$ cat src/rtl/lane_parity_pkg.sv
package lane_parity_pkg;

    typedef enum logic [1:0] {
        SZ_LONG = 2'b00,
        SZ_WORD = 2'b01,
        SZ_BYTE = 2'b10,
        SZ_FULL = 2'b11
    } bus_size_e;

    typedef enum logic [1:0] {
        CYC_IDLE    = 2'b00,
        CYC_WRITE   = 2'b01,
        CYC_READ    = 2'b10,
        CYC_MBX_GEN = 2'b11
    } cycle_e;

endpackage

$ cat src/rtl/lane_parity_tree.sv
module lane_parity_tree #(
    parameter int DATA_W = 8
) (
    input  logic [DATA_W-1:0] lane_data,
    input  logic              odd_sel,
    output logic              par_bit
);
    // Bit that makes the lane total match the selected parity type.
    assign par_bit = (^lane_data) ^ odd_sel;
endmodule

$ cat src/rtl/lane_valid_mask.sv
module lane_valid_mask
    import lane_parity_pkg::*;
#(
    parameter int LANES = 4
) (
    input  logic [1:0]       bus_size,
    input  logic             end_sel,
    output logic [LANES-1:0] mask
);
    localparam int HALF = LANES / 2;

    always_comb begin
        mask = '0;
        unique case (bus_size_e'(bus_size))
            SZ_WORD: begin
                for (int i = 0; i < LANES; i++) begin
                    mask[i] = end_sel ? (i < HALF) : (i >= HALF);
                end
            end
            SZ_BYTE: begin
                if (end_sel) mask[0] = 1'b1;
                else         mask[LANES-1] = 1'b1;
            end
            default: mask = '1;
        endcase
    end
endmodule

$ cat src/rtl/lane_parity_unit.sv
module lane_parity_unit
    import lane_parity_pkg::*;
#(
    parameter int LANES  = 4,
    parameter int LANE_W = 9
) (
    input  logic [LANES*LANE_W-1:0] bus_in,
    input  logic [LANES*LANE_W-1:0] rd_data,
    input  logic                    odd_sel,
    input  logic [1:0]              bus_size,
    input  logic                    end_sel,
    input  logic                    cs_n,
    input  logic                    en,
    input  logic                    wr_sel,
    input  logic                    mbx_sel,
    input  logic                    gen_en,
    output logic [LANES*LANE_W-1:0] data_out,
    output logic                    err_n
);
    localparam int DATA_W = LANE_W - 1;
    localparam int BUS_W  = LANES * LANE_W;

    cycle_e           cyc;
    logic             share;
    logic [LANES-1:0] valid;
    logic [LANES-1:0] fail;
    logic [BUS_W-1:0] gen_bus;

    // Cycle decode
    always_comb begin
        if (cs_n || !en)          cyc = CYC_IDLE;
        else if (wr_sel)          cyc = CYC_WRITE;
        else if (mbx_sel && gen_en) cyc = CYC_MBX_GEN;
        else                      cyc = CYC_READ;
    end

    // Tree ownership per cycle kind
    always_comb begin
        unique case (cyc)
            CYC_MBX_GEN: share = 1'b1;
            CYC_IDLE,
            CYC_WRITE,
            CYC_READ:    share = 1'b0;
            default:     share = 1'b0;
        endcase
    end

    lane_valid_mask #(.LANES(LANES)) u_mask (
        .bus_size (bus_size),
        .end_sel  (end_sel),
        .mask     (valid)
    );

    for (genvar g = 0; g < LANES; g++) begin : g_lane
        logic [DATA_W-1:0] tree_in;
        logic              tree_par;

        assign tree_in = share ? rd_data[g*LANE_W +: DATA_W]
                               : bus_in[g*LANE_W +: DATA_W];

        lane_parity_tree #(.DATA_W(DATA_W)) u_tree (
            .lane_data (tree_in),
            .odd_sel   (odd_sel),
            .par_bit   (tree_par)
        );

        assign fail[g] = tree_par ^ bus_in[g*LANE_W + DATA_W];
        assign gen_bus[g*LANE_W +: LANE_W] = {tree_par, rd_data[g*LANE_W +: DATA_W]};
    end

    assign data_out = share ? gen_bus : rd_data;
    assign err_n    = share ? 1'b1 : ~|(fail & valid);
endmodule

$ cat config.mk
export PLATFORM = sky130hd
export DESIGN_NAME = lane_parity_unit
export DESIGN_NICKNAME = d
export VERILOG_FILES = /design/src/rtl/lane_parity_pkg.sv /design/src/rtl/lane_parity_tree.sv /design/src/rtl/lane_valid_mask.sv /design/src/rtl/lane_parity_unit.sv
export SDC_FILE = /design/constraint.sdc
export NUM_CORES = 1
export LEC_CHECK = 0
export ABC_AREA = 1
export BUFFER_PORTS_ARGS = -buffer_cell sky130_fd_sc_hd__buf_2
export CAP_MARGIN = 20
export CELL_PAD_IN_SITES_DETAIL_PLACEMENT = 1
export CELL_PAD_IN_SITES_GLOBAL_PLACEMENT = 1
export CORE_ASPECT_RATIO = 1.2
export CORE_UTILIZATION = 21
export DETAILED_ROUTE_END_ITERATION = 6
export PLACE_DENSITY_LB_ADDON = 0.1
export SLEW_MARGIN = 40
export SYNTH_ARGS = -nofsm -noshare
export SYNTH_HDL_FRONTEND = slang
export SYNTH_SLANG_ARGS = --single-unit
$ cat constraint.sdc
create_clock -name vclk -period 1.7
set_input_delay 0.255 -clock vclk [all_inputs]
set_output_delay 0.255 -clock vclk [all_outputs]
set_load 0.01 [all_outputs]
==> summary.md, run 1 <==
| Metric | Value |
|---|---|
| Status | `finished, violations left` |
| Failing checks | `setup timing` |
| Initial antenna violation count | `0` |
| Area contributors post-synth | `nand2_1 (25%), buf_4 (20%), xnor2_1 (12%)` |
| Required @ worst endpoint | `about 1.4 ns` |
| Crit share post-route | `117%` |
| Seq/Total Area, Yosys | `0%` |
| Drt drc | `0` |
| Final HPWL from detailed placement | `3230 um` |
| Post-DP Area | `1740 sq um` |
| Area delta synth->final | `51.9%` |
| Ant diodes | `0` |
| CP Class | `input pin to primary output` |
| Max-cap violations | `0` |
| Number of global-route vias before repair | `around 1.5k` |
| Cell variety after synth | `22` |
| Critical Path End | `err_n` |
| Crit. End Element | `primary output` |
| Seq cells | `0` |
| Die Wd | `72.4 um` |
| I/O Buffers | `between 100 and 150` |
| Synth top area share | `24.9%` |
| Worst Tran Pin Value | `0.222 ns` |
| Die Ht | `between 80 and 90 um` |
| Largest net degree at the start of global routing | `14` |
| Minimum clock period | `1.99 ns` |
| CP Launch Point | `cs_n` |
| Wire per inst | `9.10 um` |
| Crit path arrival time | `1.74 ns` |
| Count of final hold-check violations | `0` |
| DRT iter0 DRCs | `17` |
| Design Area, Final | `1900 sq um` |
| Max Slew Vio Count | `0` |
| Wirelength, routed | `3560 um` |
| Register Area | `0 sq um` |
| RSZ-0062 raised after global routing | `true` |
| Cts hold-fix bufs | `0` |
| Place WS | `-0.395 ns` |
| First-pass GRT wire length | `5860 um` |
| Post-synth top area cell | `nand2_1` |
| First drt pass iteration count | `4` |
| Final setup violation count | `5` |
| Min-Delay Path Class | `input pin to primary output` |
| Initial Util | `21.9%` |
| GRT overflow | `0` |
| Core area | `between 5000 and 6000 sq um` |
| Antenna violation net count after detailed routing | `0` |
| Synthesized instance count | `216` |
| Syn avg cell area | `5.79 sq um` |
| Pwr dens | `323 nW/um^2` |
| Share of layout cells above drive strength 1 | `55.3%` |
| CLK BUF | `0` |
| Worst rel slew slack | `85.1%` |
| Die Area | `6270 sq um` |
| Vias per cell | `3.91` |
| Final WS setup | `-0.291 ns` |
| Leak | `about 0.0011 uW` |
| Top Ports | `118` |
| Routed via count | `1,528` |
| Peak VDD IR | `between 0.09 and 0.1 mV` |
| Setup TNS | `-0.927 ns` |
| Finished Core Util | `33.3%` |
| Syn_nets | `approximately 300` |
| Max FO, Critical Path | `13` |
| FMAX | `approximately 500 MHz` |
| Placer Congestion | `~0.7` |
| Startpoint types | `input pin` |
| Nets | `396` |
| Site Rows | `30` |
| Post-Syn Area | `1250 sq um` |
| Synth warnings | `0` |
| Total GRT Usage | `11.1%` |
[cells in the mapped netlist, drive strengths merged]
library cell and count:
o21ai 6, nor2 4, a31oi 2, buf 35, inv 22, or2 1, ha 2, mux2i 1
nand3 18, nand3b 2, xnor2 18, xor2 17, nand2 88
[placed cells by master, fill, tap and decap left out, types with 2 or more instances in the layout]
master / netlist / final
buf_2: 0 / 115
nand2_1: 83 / 65
nand2_2: 5 / 23
xnor2_1: 17 / 17
xor2_1: 17 / 16
inv_1: 19 / 15
nand3_1: 16 / 13
buf_4: 33 / 7
inv_2: 3 / 6
buf_6: 2 / 5
nand3_4: 1 / 3
nand3_2: 1 / 3
o21ai_1: 2 / 3
nor2_4: 2 / 2
nor2_1: 2 / 2
a31oi_1: 2 / 2
nand3b_1: 2 / 2
o21ai_2: 1 / 2
ha_1: 2 / 2
[worst min path at each step]
stage | from | end | cells after the start
2_1_floorplan | rd_data[0] | data_out[0] | 1
3_3_place_gp | rd_data[11] | data_out[11] | 2
3_5_place_dp | rd_data[32] | data_out[32] | 2
4_1_cts | rd_data[28] | data_out[28] | 2
5_1_grt | rd_data[12] | data_out[12] | 2
6_report | rd_data[28] | data_out[28] | 2
[repair_timing]
action	in CTS	in global routing
pin swaps	6	5
endpoints found under the setup margin	5	5
endpoints found under the hold margin	0	0
buffers inserted	4	0
gates resized for setup	30	10
gates cloned	1	0
[area by class of cell]
cell class | instances | area (sq um)
timing repair buffer | 129 | 719
fill | 793 | 3810
multi-input combinational | 160 | 993
tap | 80 | 100
inverter | 22 | 85.1
[cells by family (layout without fill, tap and decap cells)]
group | after synthesis | after routing | synth area share, %
buffers and inverters | 57 | 151 | 28.2
multiplexers | 1 | 1 | 0.801
XOR/XNOR | 35 | 35 | 25.1
adder cells (fa/ha/maj) | 2 | 2 | 2.00
AND/OR/NAND/NOR | 113 | 114 | 40.1
AO/OA/AOI/OAI | 8 | 8 | 3.70
[critical path, cell delays in order]
cell	delay (ns)
buf_8	0.10
inv_2	0.04
nand2_2	0.05
nor2_4	0.14
buf_12	0.14
nand2_1	0.07
nand2_2	0.08
inv_1	0.05
nand2_1	0.06
nand3_1	0.09
nand3_1	0.13
nand2_1	0.07
nand2_1	0.05
nand2_1	0.04
nand2_1	0.05
nand2_1	0.06
o21ai_2	0.12
buf_2	0.13
[layer usage]
layer | vias to the layer above | routed length [um] | GRT usage, %
li1 | 818 | - | -
met1 | 655 | 1410 | 12.4
met2 | 55 | 1930 | 23.4
met3 | 0 | 224 | 0.698
met4 | 0 | 0 | 0
met5 | - | 0 | 0
[stage by stage]
stage	std cells	total power (uW)	hold WS, ns
finish	391	612	0.719
global route	391	694	0.727
CTS	391	604	0.721
floorplan	216	371	0.602
detailed placement	386	555	0.721
global placement	386	551	0.720
[where the power goes]
group	total (uW)	switching [uW]	internal (uW)
Sequential	0	0	0
Combinational	612	315	297
Clock	0	0	0
No activity file was read; power rests on OpenSTA's default activity.
==> run 2: changes to the inputs <==
CORE_UTILIZATION = 23   (was 21)
MAX_ROUTING_LAYER = met4   (was not set)
clock period = 2.05 ns   (was 1.7 ns; I/O delays follow)
==> run 2 against run 1 <==
  * The flow still finishes with violations (setup timing)
  * Sequential cell count is the same
  * Largest power group unchanged
  * Via count up 2.3%
  * Critical endpoint unchanged
  * Total power decreased by 15%
  * Clock-buffer cell count is the same
  * Non-clock buffer count rose by 6
  * Die area down 8.5%
  * Critical path type unchanged
==> summary.md, run 2 (synthesized netlist as in run 1, its figures left out) <==
| Metric | Value |
|---|---|
| RSZ-0062 raised after global routing | `true (unchanged)` |
| Setup TNS | `-0.233 ns (was -0.927 ns)` |
| Top Ports | `118 (unchanged)` |
| Critical hold path startpoint | `rd_data[21] (was rd_data[28])` |
| Minimum clock period | `2.16 ns` |
| DRT iter0 DRCs | `16 (was 17)` |
| Site Rows | `29 (was 30)` |
| Die Ht | `82.8 um (was 86.5 um)` |
| Required @ worst endpoint | `1.74 ns (was 1.44 ns)` |
| Largest net degree at the start of global routing | `14 (unchanged)` |
| Slowest cell on crit path | `xnor2_2 (was nor2_4)` |
| Finished Core Util | `37.2% (was 33.3%)` |
| Placer Congestion | `0.739 (was 0.694)` |
| Max FO, Critical Path | `6 (was 13)` |
| CP cell instances | `buf_8 > inv_4 > nor2_4 > buf_12 > nand3_4 > nand2_2 > nand2_2 > xnor2_2 > inv_1 > nand2_2 > nand2_2 > nand2_1 > nand2_1 > nand2_1 > nand2_1 > o21ai_2 > buf_2 (was buf_8 > inv_2 > nand2_2 > nor2_4 > buf_12 > nand2_1 > nand2_2 > inv_1 > nand2_1 > nand3_1 > nand3_1 > nand2_1 > nand2_1 > nand2_1 > nand2_1 > nand2_1 > o21ai_2 > buf_2)` |
| Worst Tran Pin Value | `0.258 ns (was 0.222 ns)` |
| Status | `finished, violations left (unchanged)` |
| Drt drc | `0 (unchanged)` |
| Seq cells | `0 (unchanged)` |
| Core area | `5260 sq um (was 5710 sq um)` |
| First-pass GRT wire length | `5710 um (was 5860 um)` |
| Wire per inst | `9.64 um (was 9.10 um)` |
| Final HPWL from detailed placement | `3060 um (was 3230 um)` |
| Cell family with most CP delay | `simple AND/OR/NAND/NOR gates (unchanged)` |
| Startpoint types | `input pin (unchanged)` |
| Count of final hold-check violations | `0 (unchanged)` |
| Area delta synth->final | `56.5% (was 51.9%)` |
| CLK BUF | `0 (unchanged)` |
| FMAX | `~460 MHz` |
| Initial Util | `23.8% (was 21.9%)` |
| Commonest cells after routing, fill and taps aside | `buf_2 (115), nand2_1 (71), xor2_1 (17) (was buf_2 (115), nand2_1 (65), nand2_2 (23), xnor2_1 (17), xor2_1 (16))` |
| Fillers | `712 (was 793)` |
| Hold Path Cell Cnt | `2 (unchanged)` |
| Nets | `402 (was 396)` |
| Max Slew Vio Count | `0 (unchanged)` |
| Leading cell type in the layout, fill and taps excluded | `buf_2 (unchanged)` |
| Max-cap violations | `0 (unchanged)` |
| Leak | `0.00117 uW (was 0.00111 uW)` |
| Multi-input combinational cell area | `1010 sq um (was 993 sq um)` |
| First drt pass iteration count | `4 (unchanged)` |
| Cts hold-fix bufs | `0 (unchanged)` |
| Worst Hold Path EP | `data_out[21] (was data_out[28])` |
| Ant diodes | `0 (unchanged)` |
| Register Area | `0 sq um (unchanged)` |
| Pwr Total | `518 uW (was 612 uW)` |
| Die Wd | `69.3 um (was 72.4 um)` |
| Failing checks | `setup timing (unchanged)` |
| Routed via count | `1,563 (was 1,528)` |
| Max incr delay on CP | `0.20 ns (was 0.14 ns)` |
| Initial antenna violation count | `0 (unchanged)` |
| I/O Buffers | `118 (unchanged)` |
| Final setup violation count | `3 (was 5)` |
| Pwr dens | `265 nW/um^2 (was 323 nW/um^2)` |
| Peak VDD IR | `0.0838 mV (was 0.0941 mV)` |
| Crit. End Element | `primary output (unchanged)` |
| Min-Delay Path Class | `input pin to primary output (unchanged)` |
| Die Area | `5730 sq um (was 6270 sq um)` |
| Worst rel slew slack | `82.8% (was 85.1%)` |
| Antenna violation net count after detailed routing | `0 (unchanged)` |
| Minimum hold slack | `0.824 ns (was 0.719 ns)` |
| Final WS setup | `-0.114 ns (was -0.291 ns)` |
| Total GRT Usage | `11.7% (was 11.1%)` |
| GRT overflow | `0 (unchanged)` |
| CP Launch Point | `en (was cs_n)` |
| Share of layout cells above drive strength 1 | `55.2% (was 55.3%)` |
| Crit path arrival time | `1.86 ns (was 1.74 ns)` |
| Vias per cell | `4.12 (was 3.91)` |
| Crit share post-route | `106%` |
| Wirelength, routed | `3650 um (was 3560 um)` |
| CP Class | `input pin to primary output (unchanged)` |
| WP buf/inv | `5 (unchanged)` |
| Number of global-route vias before repair | `1,436 (was 1,471)` |
run 2: area by class of cell:
type	instances	area share (%)
Timing Repair Buffer	135	39.9
Multi-Input combinational cell	160	51.6
Inverter	22	4.48
Tap cell	62	3.97
run 2: report_power, final:
group          internal, uW  switching (uW)  leakage (uW)  total [uW]
sequential                0               0             0           0
combinational           254             264       0.00117         518
clock                     0               0             0           0
total                   254             264       0.00117         518
run 2: timing repair:
action	in CTS	in global routing
gates cloned	0	1
setup buffers	6	4
pin swaps	8	24
endpoints found under the setup margin	5	5
gates resized for setup	13	29
hold endpoints to repair	0	0
run 2: metrics by stage:
| stage | worst slack [ns] | instance area, sq um | instances |
|---|---|---|---|
| finish | -0.114 | 1960 | 379 |
| detailed placement | -0.182 | 1710 | 368 |
| CTS | -0.141 | 1800 | 374 |
| global placement | -0.136 | 1710 | 368 |
| global route | -0.305 | 1960 | 379 |
| floorplan | 0.239 | 1250 | 216 |
run 2: how the worst max path moves through the flow:
stage	endpoint	slack, ns	cells after the start
6_report	err_n	-0.11	17
5_1_grt	err_n	-0.30	17
4_1_cts	err_n	-0.14	16
3_5_place_dp	err_n	-0.18	20
3_3_place_gp	err_n	-0.14	20
2_1_floorplan	err_n	0.24	16
run 2: routing by layer:
metal / global-route usage, % / wire length (um) / up-vias
li1: - / - / 830
met1: 14.0 / 1530 / 679
met2: 23.2 / 1940 / 54
met3: 0.485 / 182 / 0
met4: 0 / 0 / 0
met5: - / 0 / -
